## config.mk

```make
export PLATFORM = sky130hd
export DESIGN_NAME = afs_status
export DESIGN_NICKNAME = d
export VERILOG_FILES = /design/src/rtl/afs_pkg.sv /design/src/rtl/afs_ovr_class.sv /design/src/rtl/afs_xrun_flags.sv /design/src/rtl/afs_busy_timer.sv /design/src/rtl/afs_dac_sel.sv /design/src/rtl/afs_status.sv
export SDC_FILE = /design/constraint.sdc
export NUM_CORES = 1
export LEC_CHECK = 0
export BUFFER_PORTS_ARGS = -buffer_cell sky130_fd_sc_hd__buf_2
export CORE_UTILIZATION = 30
export CTS_BUF_LIST = sky130_fd_sc_hd__clkbuf_4 sky130_fd_sc_hd__clkbuf_8 sky130_fd_sc_hd__clkbuf_16
export CTS_CLUSTER_DIAMETER = 80
export CTS_CLUSTER_SIZE = 30
export DETAILED_ROUTE_END_ITERATION = 8
export REMOVE_ABC_BUFFERS = 1
export SYNTH_ARGS = -nofsm -noshare
export SYNTH_HDL_FRONTEND = slang
export SYNTH_SLANG_ARGS = --single-unit
```

## constraint.sdc

```tcl
create_clock -name clk -period 5.7 [get_ports clk]
set_input_delay 0.57 -clock clk [delete_from_list [all_inputs] [get_ports clk]]
set_output_delay 0.57 -clock clk [all_outputs]
set_load 0.01 [all_outputs]
```

## src/rtl/afs_pkg.sv

```systemverilog
package afs_pkg;
  typedef logic [1:0] orng_t;

  typedef struct packed {
    logic  cap_ovr;
    logic  pb_und;
    logic  busy;
    logic  drq;
    orng_t orng_r;
    orng_t orng_l;
  } afs_stat_t;
endpackage

```

## src/rtl/afs_ovr_class.sv

```systemverilog
module afs_ovr_class #(
  parameter int W = 16,
  parameter logic [W-1:0] NEAR_MAG = 16'd29204,
  parameter logic [W-1:0] FULL_MAG = 16'd32767
) (
  input  logic            clk,
  input  logic            rst_n,
  input  logic            tick,
  input  logic [W-1:0]    sample,
  input  logic            sat,
  output afs_pkg::orng_t  code
);
  logic [W:0] mag;
  afs_pkg::orng_t nxt;

  always_comb begin
    mag = sample[W-1] ? ({1'b0, ~sample} + 1'b1) : {1'b0, sample};
    if (sat)                         nxt = 2'b11;
    else if (mag >= {1'b0, FULL_MAG}) nxt = 2'b10;
    else if (mag >= {1'b0, NEAR_MAG}) nxt = 2'b01;
    else                             nxt = 2'b00;
  end

  always_ff @(posedge clk or negedge rst_n) begin
    if (!rst_n)    code <= 2'b00;
    else if (tick) code <= nxt;
  end


  sat_code_chk: assert property (@(posedge clk) disable iff (!rst_n)
    (tick && sat) |=> code == 2'b11);

  code_hold_chk: assert property (@(posedge clk) disable iff (!rst_n)
    !tick |=> $stable(code));
endmodule

```

## src/rtl/afs_xrun_flags.sv

```systemverilog
module afs_xrun_flags (
  input  logic clk,
  input  logic rst_n,
  input  logic tick,
  input  logic cap_ready,
  input  logic pb_valid,
  input  logic clr,
  output logic cap_ovr,
  output logic pb_und
);
  logic ovr_ev, und_ev;
  assign ovr_ev = tick & ~cap_ready;
  assign und_ev = tick & ~pb_valid;

  always_ff @(posedge clk or negedge rst_n) begin
    if (!rst_n) begin
      cap_ovr <= 1'b0;
      pb_und  <= 1'b0;
    end else begin
      if (ovr_ev)   cap_ovr <= 1'b1;
      else if (clr) cap_ovr <= 1'b0;
      if (und_ev)   pb_und  <= 1'b1;
      else if (clr) pb_und  <= 1'b0;
    end
  end


  ovr_set_chk: assert property (@(posedge clk) disable iff (!rst_n)
    (tick && !cap_ready) |=> cap_ovr);

  und_set_chk: assert property (@(posedge clk) disable iff (!rst_n)
    (tick && !pb_valid) |=> pb_und);

  ovr_sticky_chk: assert property (@(posedge clk) disable iff (!rst_n)
    (cap_ovr && !clr) |=> cap_ovr);

  ovr_clear_chk: assert property (@(posedge clk) disable iff (!rst_n)
    (clr && !(tick && !cap_ready)) |=> !cap_ovr);
endmodule

```

## src/rtl/afs_busy_timer.sv

```systemverilog
module afs_busy_timer #(
  parameter int TICKS = 128
) (
  input  logic clk,
  input  logic rst_n,
  input  logic tick,
  input  logic mce,
  input  logic cal_run,
  output logic busy
);
  localparam int CW = $clog2(TICKS + 1);
  localparam logic [CW-1:0] LOAD = CW'(TICKS);

  logic          mce_q;
  logic [CW-1:0] cnt;
  logic          fall;

  assign fall = mce_q & ~mce;

  always_ff @(posedge clk or negedge rst_n) begin
    if (!rst_n) begin
      mce_q <= 1'b0;
      cnt   <= '0;
    end else begin
      mce_q <= mce;
      if (fall)                  cnt <= LOAD;
      else if (tick && cnt != 0) cnt <= cnt - 1'b1;
    end
  end

  assign busy = cal_run | (cnt != '0);


  busy_after_fall_chk: assert property (@(posedge clk) disable iff (!rst_n)
    fall |=> busy);

  cnt_bound_chk: assert property (@(posedge clk) disable iff (!rst_n)
    cnt <= LOAD);

  cnt_hold_chk: assert property (@(posedge clk) disable iff (!rst_n)
    (!tick && !fall) |=> $stable(cnt));
endmodule

```

## src/rtl/afs_dac_sel.sv

```systemverilog
module afs_dac_sel #(
  parameter int W = 16
) (
  input  logic         clk,
  input  logic         rst_n,
  input  logic         tick,
  input  logic         pb_valid,
  input  logic [W-1:0] pb_data,
  input  logic         dac_zero,
  input  logic         basic_mode,
  input  logic         fmt8,
  output logic [W-1:0] dac_out
);
  localparam logic [W-1:0] MID8  = {{(W-8){1'b0}}, 8'h80};
  localparam logic [W-1:0] MID16 = '0;

  logic [W-1:0] mid;
  logic         force_mid;

  assign mid       = fmt8 ? MID8 : MID16;
  assign force_mid = dac_zero | basic_mode;

  always_ff @(posedge clk or negedge rst_n) begin
    if (!rst_n) dac_out <= '0;
    else if (tick) begin
      if (pb_valid)       dac_out <= pb_data;
      else if (force_mid) dac_out <= mid;
    end
  end


  dac_pass_chk: assert property (@(posedge clk) disable iff (!rst_n)
    (tick && pb_valid) |=> dac_out == $past(pb_data));

  dac_mid_chk: assert property (@(posedge clk) disable iff (!rst_n)
    (tick && !pb_valid && (dac_zero || basic_mode)) |=>
      dac_out == ($past(fmt8) ? MID8 : MID16));

  dac_hold_chk: assert property (@(posedge clk) disable iff (!rst_n)
    !tick |=> $stable(dac_out));
endmodule

```

## src/rtl/afs_status.sv

```systemverilog
module afs_status #(
  parameter int W = 16,
  parameter int BUSY_TICKS = 128,
  parameter logic [W-1:0] NEAR_MAG = 16'd29204,
  parameter logic [W-1:0] FULL_MAG = 16'd32767
) (
  input  logic           clk,
  input  logic           rst_n,
  input  logic           sample_tick,
  input  logic [W-1:0]   cap_l,
  input  logic [W-1:0]   cap_r,
  input  logic           sat_l,
  input  logic           sat_r,
  output logic           cap_wr_valid,
  input  logic           cap_wr_ready,
  output logic [2*W-1:0] cap_wr_data,
  input  logic           pb_rd_valid,
  input  logic [W-1:0]   pb_rd_data,
  output logic           pb_rd_ready,
  output logic [W-1:0]   dac_out,
  input  logic           dac_zero,
  input  logic           basic_mode,
  input  logic           fmt8,
  input  logic           cal_run,
  input  logic           mce,
  input  logic           cap_drq,
  input  logic           pb_drq,
  input  logic           stat_clr,
  output logic [7:0]     stat,
  output logic           sou
);
  import afs_pkg::*;

  afs_stat_t s;
  logic [W-1:0] ch_smp [2];
  logic         ch_sat [2];
  orng_t        ch_code [2];

  assign ch_smp[0] = cap_l;
  assign ch_smp[1] = cap_r;
  assign ch_sat[0] = sat_l;
  assign ch_sat[1] = sat_r;

  assign cap_wr_valid = sample_tick;
  assign cap_wr_data  = {cap_l, cap_r};
  assign pb_rd_ready  = sample_tick;

  for (genvar c = 0; c < 2; c++) begin : g_ch
    afs_ovr_class #(.W(W), .NEAR_MAG(NEAR_MAG), .FULL_MAG(FULL_MAG)) u_cls (
      .clk(clk), .rst_n(rst_n), .tick(sample_tick),
      .sample(ch_smp[c]), .sat(ch_sat[c]), .code(ch_code[c]));
  end

  afs_xrun_flags u_flags (
    .clk(clk), .rst_n(rst_n), .tick(sample_tick),
    .cap_ready(cap_wr_ready), .pb_valid(pb_rd_valid), .clr(stat_clr),
    .cap_ovr(s.cap_ovr), .pb_und(s.pb_und));

  afs_busy_timer #(.TICKS(BUSY_TICKS)) u_busy (
    .clk(clk), .rst_n(rst_n), .tick(sample_tick),
    .mce(mce), .cal_run(cal_run), .busy(s.busy));

  afs_dac_sel #(.W(W)) u_dac (
    .clk(clk), .rst_n(rst_n), .tick(sample_tick),
    .pb_valid(pb_rd_valid), .pb_data(pb_rd_data),
    .dac_zero(dac_zero), .basic_mode(basic_mode), .fmt8(fmt8),
    .dac_out(dac_out));

  assign s.drq    = cap_drq | pb_drq;
  assign s.orng_l = ch_code[0];
  assign s.orng_r = ch_code[1];
  assign stat     = s;
  assign sou      = s.cap_ovr | s.pb_und;


  sou_clear_chk: assert property (@(posedge clk) disable iff (!rst_n)
    (stat_clr && sample_tick && cap_wr_ready && pb_rd_valid) |=> !sou);
endmodule

```

[Word level (Yosys, flattened, before mapping)]
Index checks and enable logic that the tools add are counted.
Cells by class
  add/sub/neg operators: 3
  order comparisons: 4
  multiplexer cells: 16
  bitwise logic cells: 12
  reductions and logical operators: 7
Operators with widths (count)
  >= comparator 17 x 15 -> 1 bit (second input constant): 4
  adder 16 x 1 -> 17 bit (second input constant): 2
  two-way mux 17 bit: 2
  two-way mux 16 bit: 2
  inverter 16 bit: 2
  two-way mux 8 bit: 3
  two-way mux 2 bit: 4
  nonzero test 2 bit: 4
  nonzero test 8 bit: 1
  subtractor 8 x 1 -> 8 bit (second input constant): 1
  two-way mux 1 bit: 5
  OR 1 bit: 4
  bitwise AND 1 bit: 3
  inverter 1 bit: 3
  AND reduction 2 bit: 1
  logical AND 1 bit: 1
Storage, ports and cells
  bits in registers: 31
  input bits: 63
  output and inout port bits: 59
  word-level logic and storage cells: 49

[Depth between registers and ports, before layout]
  depth after elaboration: 7
  depth in mapped cells: 9
  gate-level depth less buffers: 8

[Hierarchy]
Synthesis repeated with hierarchy kept, for this count alone.
Unflattened totals
  cell total of the unflattened synthesis: 342
  area total of the unflattened synthesis: 2932.8 sq um
By module, submodules not included
  afs_ovr_class: times used 2, cells each 106, area each 742.0 sq um, sequential area each 50.0 sq um
  afs_dac_sel: times used 1, cells each 38, area each 613.1 sq um, sequential area each 400.4 sq um
  afs_busy_timer: times used 1, cells each 49, area each 488.0 sq um, sequential area each 225.2 sq um
  afs_status: times used 1, cells each 36, area each 267.8 sq um, sequential area each 0.0 sq um
  afs_xrun_flags: times used 1, cells each 7, area each 80.1 sq um, sequential area each 50.0 sq um

[Least setup slack after synthesis]
OpenSTA, ideal clock, no wires.
  path type: input to register
  start: input cap_r[2]
  end: register g_ch[1].u_cls.code[0]
  setup time: 0.104 ns
  data arrival time: 2.304 ns
  required time: 5.596 ns
  path slack: 3.292 ns
  cell stages on the path: 7
  path buffers: 2
  path through: buf_6 > or4_1 > buf_2 > or4b_4 > a32oi_2 > o31ai_1 > a221oi_1
Between the ends
  word-level cells in the longest chain between the ends: 7
  elaborated cells on any way between the ends: 8
  classes of those cells: add/sub: 1; order compare: 2; mux: 4; bitwise: 1
Ends and longest elaborated chain
  start: declaration: RTL line afs_status.sv:11  | input logic [W-1:0] cap_r,
  inverter 16 bit: RTL line afs_ovr_class.sv:17  | mag = sample[W-1] ? ({1'b0, ~sample} + 1'b1) : {1'b0, sample};
  adder 16 x 1 -> 17 bit: RTL line afs_ovr_class.sv:17
  two-way mux 17 bit *: RTL line afs_ovr_class.sv:17
  >= comparator 17 x 15 -> 1 bit: RTL line afs_ovr_class.sv:20  | else if (mag >= {1'b0, NEAR_MAG}) nxt = 2'b01;
  two-way mux 1 bit: RTL line afs_ovr_class.sv:20
  two-way mux 2 bit *: RTL line afs_ovr_class.sv:19  | else if (mag >= {1'b0, FULL_MAG}) nxt = 2'b10;
  two-way mux 2 bit *: RTL line afs_ovr_class.sv:18  | if (sat) nxt = 2'b11;
  end signal: assignment: RTL line afs_ovr_class.sv:26  | else if (tick) code <= nxt;
  end: declaration: RTL line afs_ovr_class.sv:11  | output afs_pkg::orng_t code
Mark *: on every way between the ends. The rest lies on a longest branch, timed or not.
A chain may end at the register's enable or synchronous reset.

[Worst setup path after layout]
  start: register u_busy.cnt[4]
  end: output stat[5]
Between the ends
  word-level cells in the longest chain between the ends: 2
Ends and longest elaborated chain
  start: declaration: RTL line afs_busy_timer.sv:15  | logic [CW-1:0] cnt;
  start signal: assignment: RTL line afs_busy_timer.sv:27  | else if (tick && cnt != 0) cnt <= cnt - 1'b1;
  nonzero test 8 bit: RTL line afs_busy_timer.sv:31  | assign busy = cal_run | (cnt != '0);
  OR 1 bit: RTL line afs_busy_timer.sv:31
  end: declaration: RTL line afs_status.sv:29  | output logic [7:0] stat,
Every way passes these cells.

==> summary.txt <==
GRT
  – Initial antenna violation count: 0
  – First-pass GRT wire length: 11.1 mm
  – GRT Total Usage: 13.9%
  – Maximum number of pins on one net before global-route repair: 32
  – GRT overflow: 0
  – Vias in the first global route: 2324
  – Met3 global-route usage: 2.34%
  – M2 GR Usage: 22.8%
  – Grt peak-use layer: met2
  – Grt met1 use: 19.3%

Synthesis
  – Async S/R FF share, synth: 100%
  – Synth cell types: 70
  – Number of synthesized register bits: 31
  – Cell count after synthesis: 331
  – Share of the synthesized area in the top cell type: 27.5%
  – Post-Syn Area per Cell: 8.53 um^2
  – Synth Cell Area: 0.00282 mm^2
  – Synth Flop Type: dfrtp_1
  – Synth Warn #: 0
  – Top-count cell post-synth: buf_4
  – Synth top cells by count: buf_4 (37), dfrtp_1 (31), nor2_1 (23)
  – Largest cells by area after synthesis: dfrtp_1 (27%), buf_4 (9.8%), a22o_1 (4.7%)
  – Sequential share of the synthesized area: 27.5%
  – Area leader, netlist: dfrtp_1
  – Post-synth EDFFs: 0

Timing
  – Fmax: 0.401 GHz
  – Final hold violation count: 0
  – Slew headroom: 18.4%
  – Actual slew at the worst max-slew pin: 1220 ps
  – RSZ-0062 raised after global routing: no
  – Setup violators final: 0
  – Final TNS setup: 0 ps
  – Period Utilization, post-route: 43.7%
  – Clk_skew: 0.849 ps
  – Min Tclk post-route: 2490 ps
  – Slew Limit Fails: 0

Detailed routing
  – DRC viols: 0
  – Post-route ant nets: 0
  – First-pass DRT Iterations: 4
  – DR vias: 2709
  – Vias/cell: 5.30
  – Routed WL: 6.99 mm
  – DRT iter0 DRCs: 97
  – WL/cell: 13.7 um

Final layout
  – Fillers: 964
  – ANT cells: 0
  – Layout cells sized above 1: 36.0%
  – Register area: 776 um^2
  – Synthesis-to-finish area growth: 16.7%
  – Post-route insts no fill: 511
  – Nets: 467
  – Multi-input gate area: 0.00161 mm^2
  – Design Area, Final: 0.00330 mm^2

Worst setup path
  – Max stage delay on crit path: 620 ps
  – Required time of the critical path: 5130 ps
  – Highest-delay cell along the critical path: or4_1
  – Crit-path max FO: 6
  – Setup CP Type: reg -> out
  – Most used cell, CP: or4_1
  – CP startpoint kind: register
  – CP endpoint kind: output port
  – Worst reg-to-reg setup slack: 3520 ps
  – Cells along the critical path: or4_1 > or4_1 > buf_2
  – Worst EP arrival: 1920 ps

Floorplanning
  – # rows: 35
  – Die Wd: 99.0 um
  – Ports: 122
  – Die Y: 99.0 um
  – Die ar.: 0.00980 mm^2
  – Area of the core: 0.00920 mm^2
  – Initial Util: 30.7%

Pwr
  – Peak supply drop: 0.123 mV
  – PwrDens: 230 mW/mm^2
  – Static Leak: 1.49 nW

Clock network
  – Post-CTS Resized: 0
  – Htree depth: 2
  – Cts hold-fix bufs: 0
  – Max clock buf depth: 2
  – CTS clock-pin slew for the worst setup and hold paths: 70 ps
  – CTS tree: built
  – CTS root buffer: clkbuf_8
  – Num CTS Buffers: 5
  – Post-CTS Setup Inserts: 0
  – Worst skew pair latency: 270 ps
  – Sink Count: 31

Place
  – DP Area: 0.00318 mm^2
  – GPL Wtd Cong: 0.882
  – Dpl cells: 503
  – Port bufs: 121
  – Post-DP HPWL: 5.35 mm

Run
  – Max-Cap Viols: 0

Worst hold path
  – Hold crit path type: in -> async

Run status
  – Status: completed
## critical path, delay by kind of cell (launching register included)
| kind | cells | cell delay, ps |
|---|---|---|
| flops | 1 | 400 |
| simple gates | 2 | 1100 |
| buf+inv | 1 | 150 |
## metal layers
metal / vias to the layer above / share of wire [%]
met5: - / 0
met4: 0 / 0.66
met3: 4 / 5.5
met2: 98 / 47
met1: 1263 / 47
li1: 1344 / -
## metrics by stage
stage	hold slack, ps	worst slack (ps)	total power [mW]	util (%)
2_1_floorplan	274	3310	0.425	-
6_report	339	3210	0.758	35.8
3_5_place_dp	480	2940	0.541	34.6
5_1_grt	396	2990	0.817	35.8
4_1_cts	360	3200	0.769	35.8
3_3_place_gp	464	3000	0.536	34.6
## cell families (layout without fill, tap and decap cells)
family | Yosys count | count (layout) | share of synthesized area (%)
AO/OA/AOI/OAI | 89 | 89 | 23.9
multiplexers | 2 | 2 | 0.709
AND/OR/NAND/NOR | 115 | 115 | 24.5
XOR/XNOR | 15 | 15 | 5.32
flip-flops | 31 | 31 | 27.5
buffers and inverters | 74 | 143 | 15.9
adder cells (fa/ha/maj) | 5 | 5 | 2.22
## placed cells by master (no fill, tap or decap), types with 2 or more instances in the layout
cell | Yosys | layout
nand4b_1 | 2 | 2
nand3b_1 | 5 | 5
nand2b_1 | 8 | 8
buf_2 | 4 | 121
a31oi_1 | 3 | 3
mux2i_1 | 2 | 2
o211ai_1 | 3 | 3
nor2_1 | 23 | 23
a21oi_1 | 5 | 5
o311a_1 | 2 | 2
xor2_1 | 6 | 6
o21ai_0 | 10 | 10
and3_1 | 2 | 2
nor4_1 | 6 | 6
a211oi_1 | 6 | 6
inv_1 | 14 | 14
nor2b_1 | 2 | 2
nand2_1 | 16 | 16
o221ai_1 | 2 | 2
or4_1 | 4 | 4
o21ai_1 | 3 | 3
a211o_1 | 2 | 2
nand3_1 | 6 | 6
a21o_1 | 2 | 2
o21bai_1 | 2 | 2
ha_1 | 5 | 5
clkbuf_8 | 1 | 6
o22ai_1 | 7 | 7
o31ai_1 | 7 | 6
nor3b_1 | 2 | 2
o41ai_1 | 7 | 7
nor4_4 | 2 | 2
or3_1 | 9 | 9
dfrtp_1 | 31 | 31
or2_2 | 2 | 2
a22o_1 | 15 | 15
a41o_2 | 2 | 2
xnor2_1 | 8 | 8
nor3_1 | 8 | 8
nand4_1 | 5 | 5
## where the power goes
| part | internal, mW | total (mW) | switching, mW | leakage [nW] |
|---|---|---|---|---|
| Combinational | 0.110 | 0.253 | 0.144 | 1.04 |
| Sequential | 0.257 | 0.282 | 0.0252 | 0.386 |
| Clock | 0.141 | 0.222 | 0.0808 | 0.0612 |
| Total | 0.508 | 0.758 | 0.250 | 1.49 |
## state kept, by name (all words and copies together) (netlist names)
signal,cells
u_dac.dac_out,16
u_busy.cnt,8
g_ch.u_cls.code,4
u_busy.mce_q,1
u_flags.cap_ovr,1
u_flags.pb_und,1
## path summary, 6_finish.rpt
check	from	endpoint	depth (start not counted)
worst max-delay path	u_busy.cnt[4]$_DFFE_PN0P_	stat[5]	3
worst min-delay path	rst_n	u_busy.cnt[7]$_DFFE_PN0P_	1
worst max register to register	u_busy.cnt[4]$_DFFE_PN0P_	u_busy.cnt[5]$_DFFE_PN0P_	6
worst min register to register	u_dac.dac_out[7]$_DFFE_PN0P_	u_dac.dac_out[7]$_DFFE_PN0P_	2
max in group asynchronous	rst_n	u_dac.dac_out[8]$_DFFE_PN0P_	1
min in group clk	mce	u_busy.mce_q$_DFF_PN0_	1
## final cells by class
class                      instances  area share, %
sequential                        31           23.5
timing repair buffer             121           18.4
clock buffer                       6           2.51
multi-input combinational        226           48.7
clock inverter                     2           1.06
inverter                          14           1.59
tap                              111           4.21
Note: power is estimated with default switching activity, not from simulation.
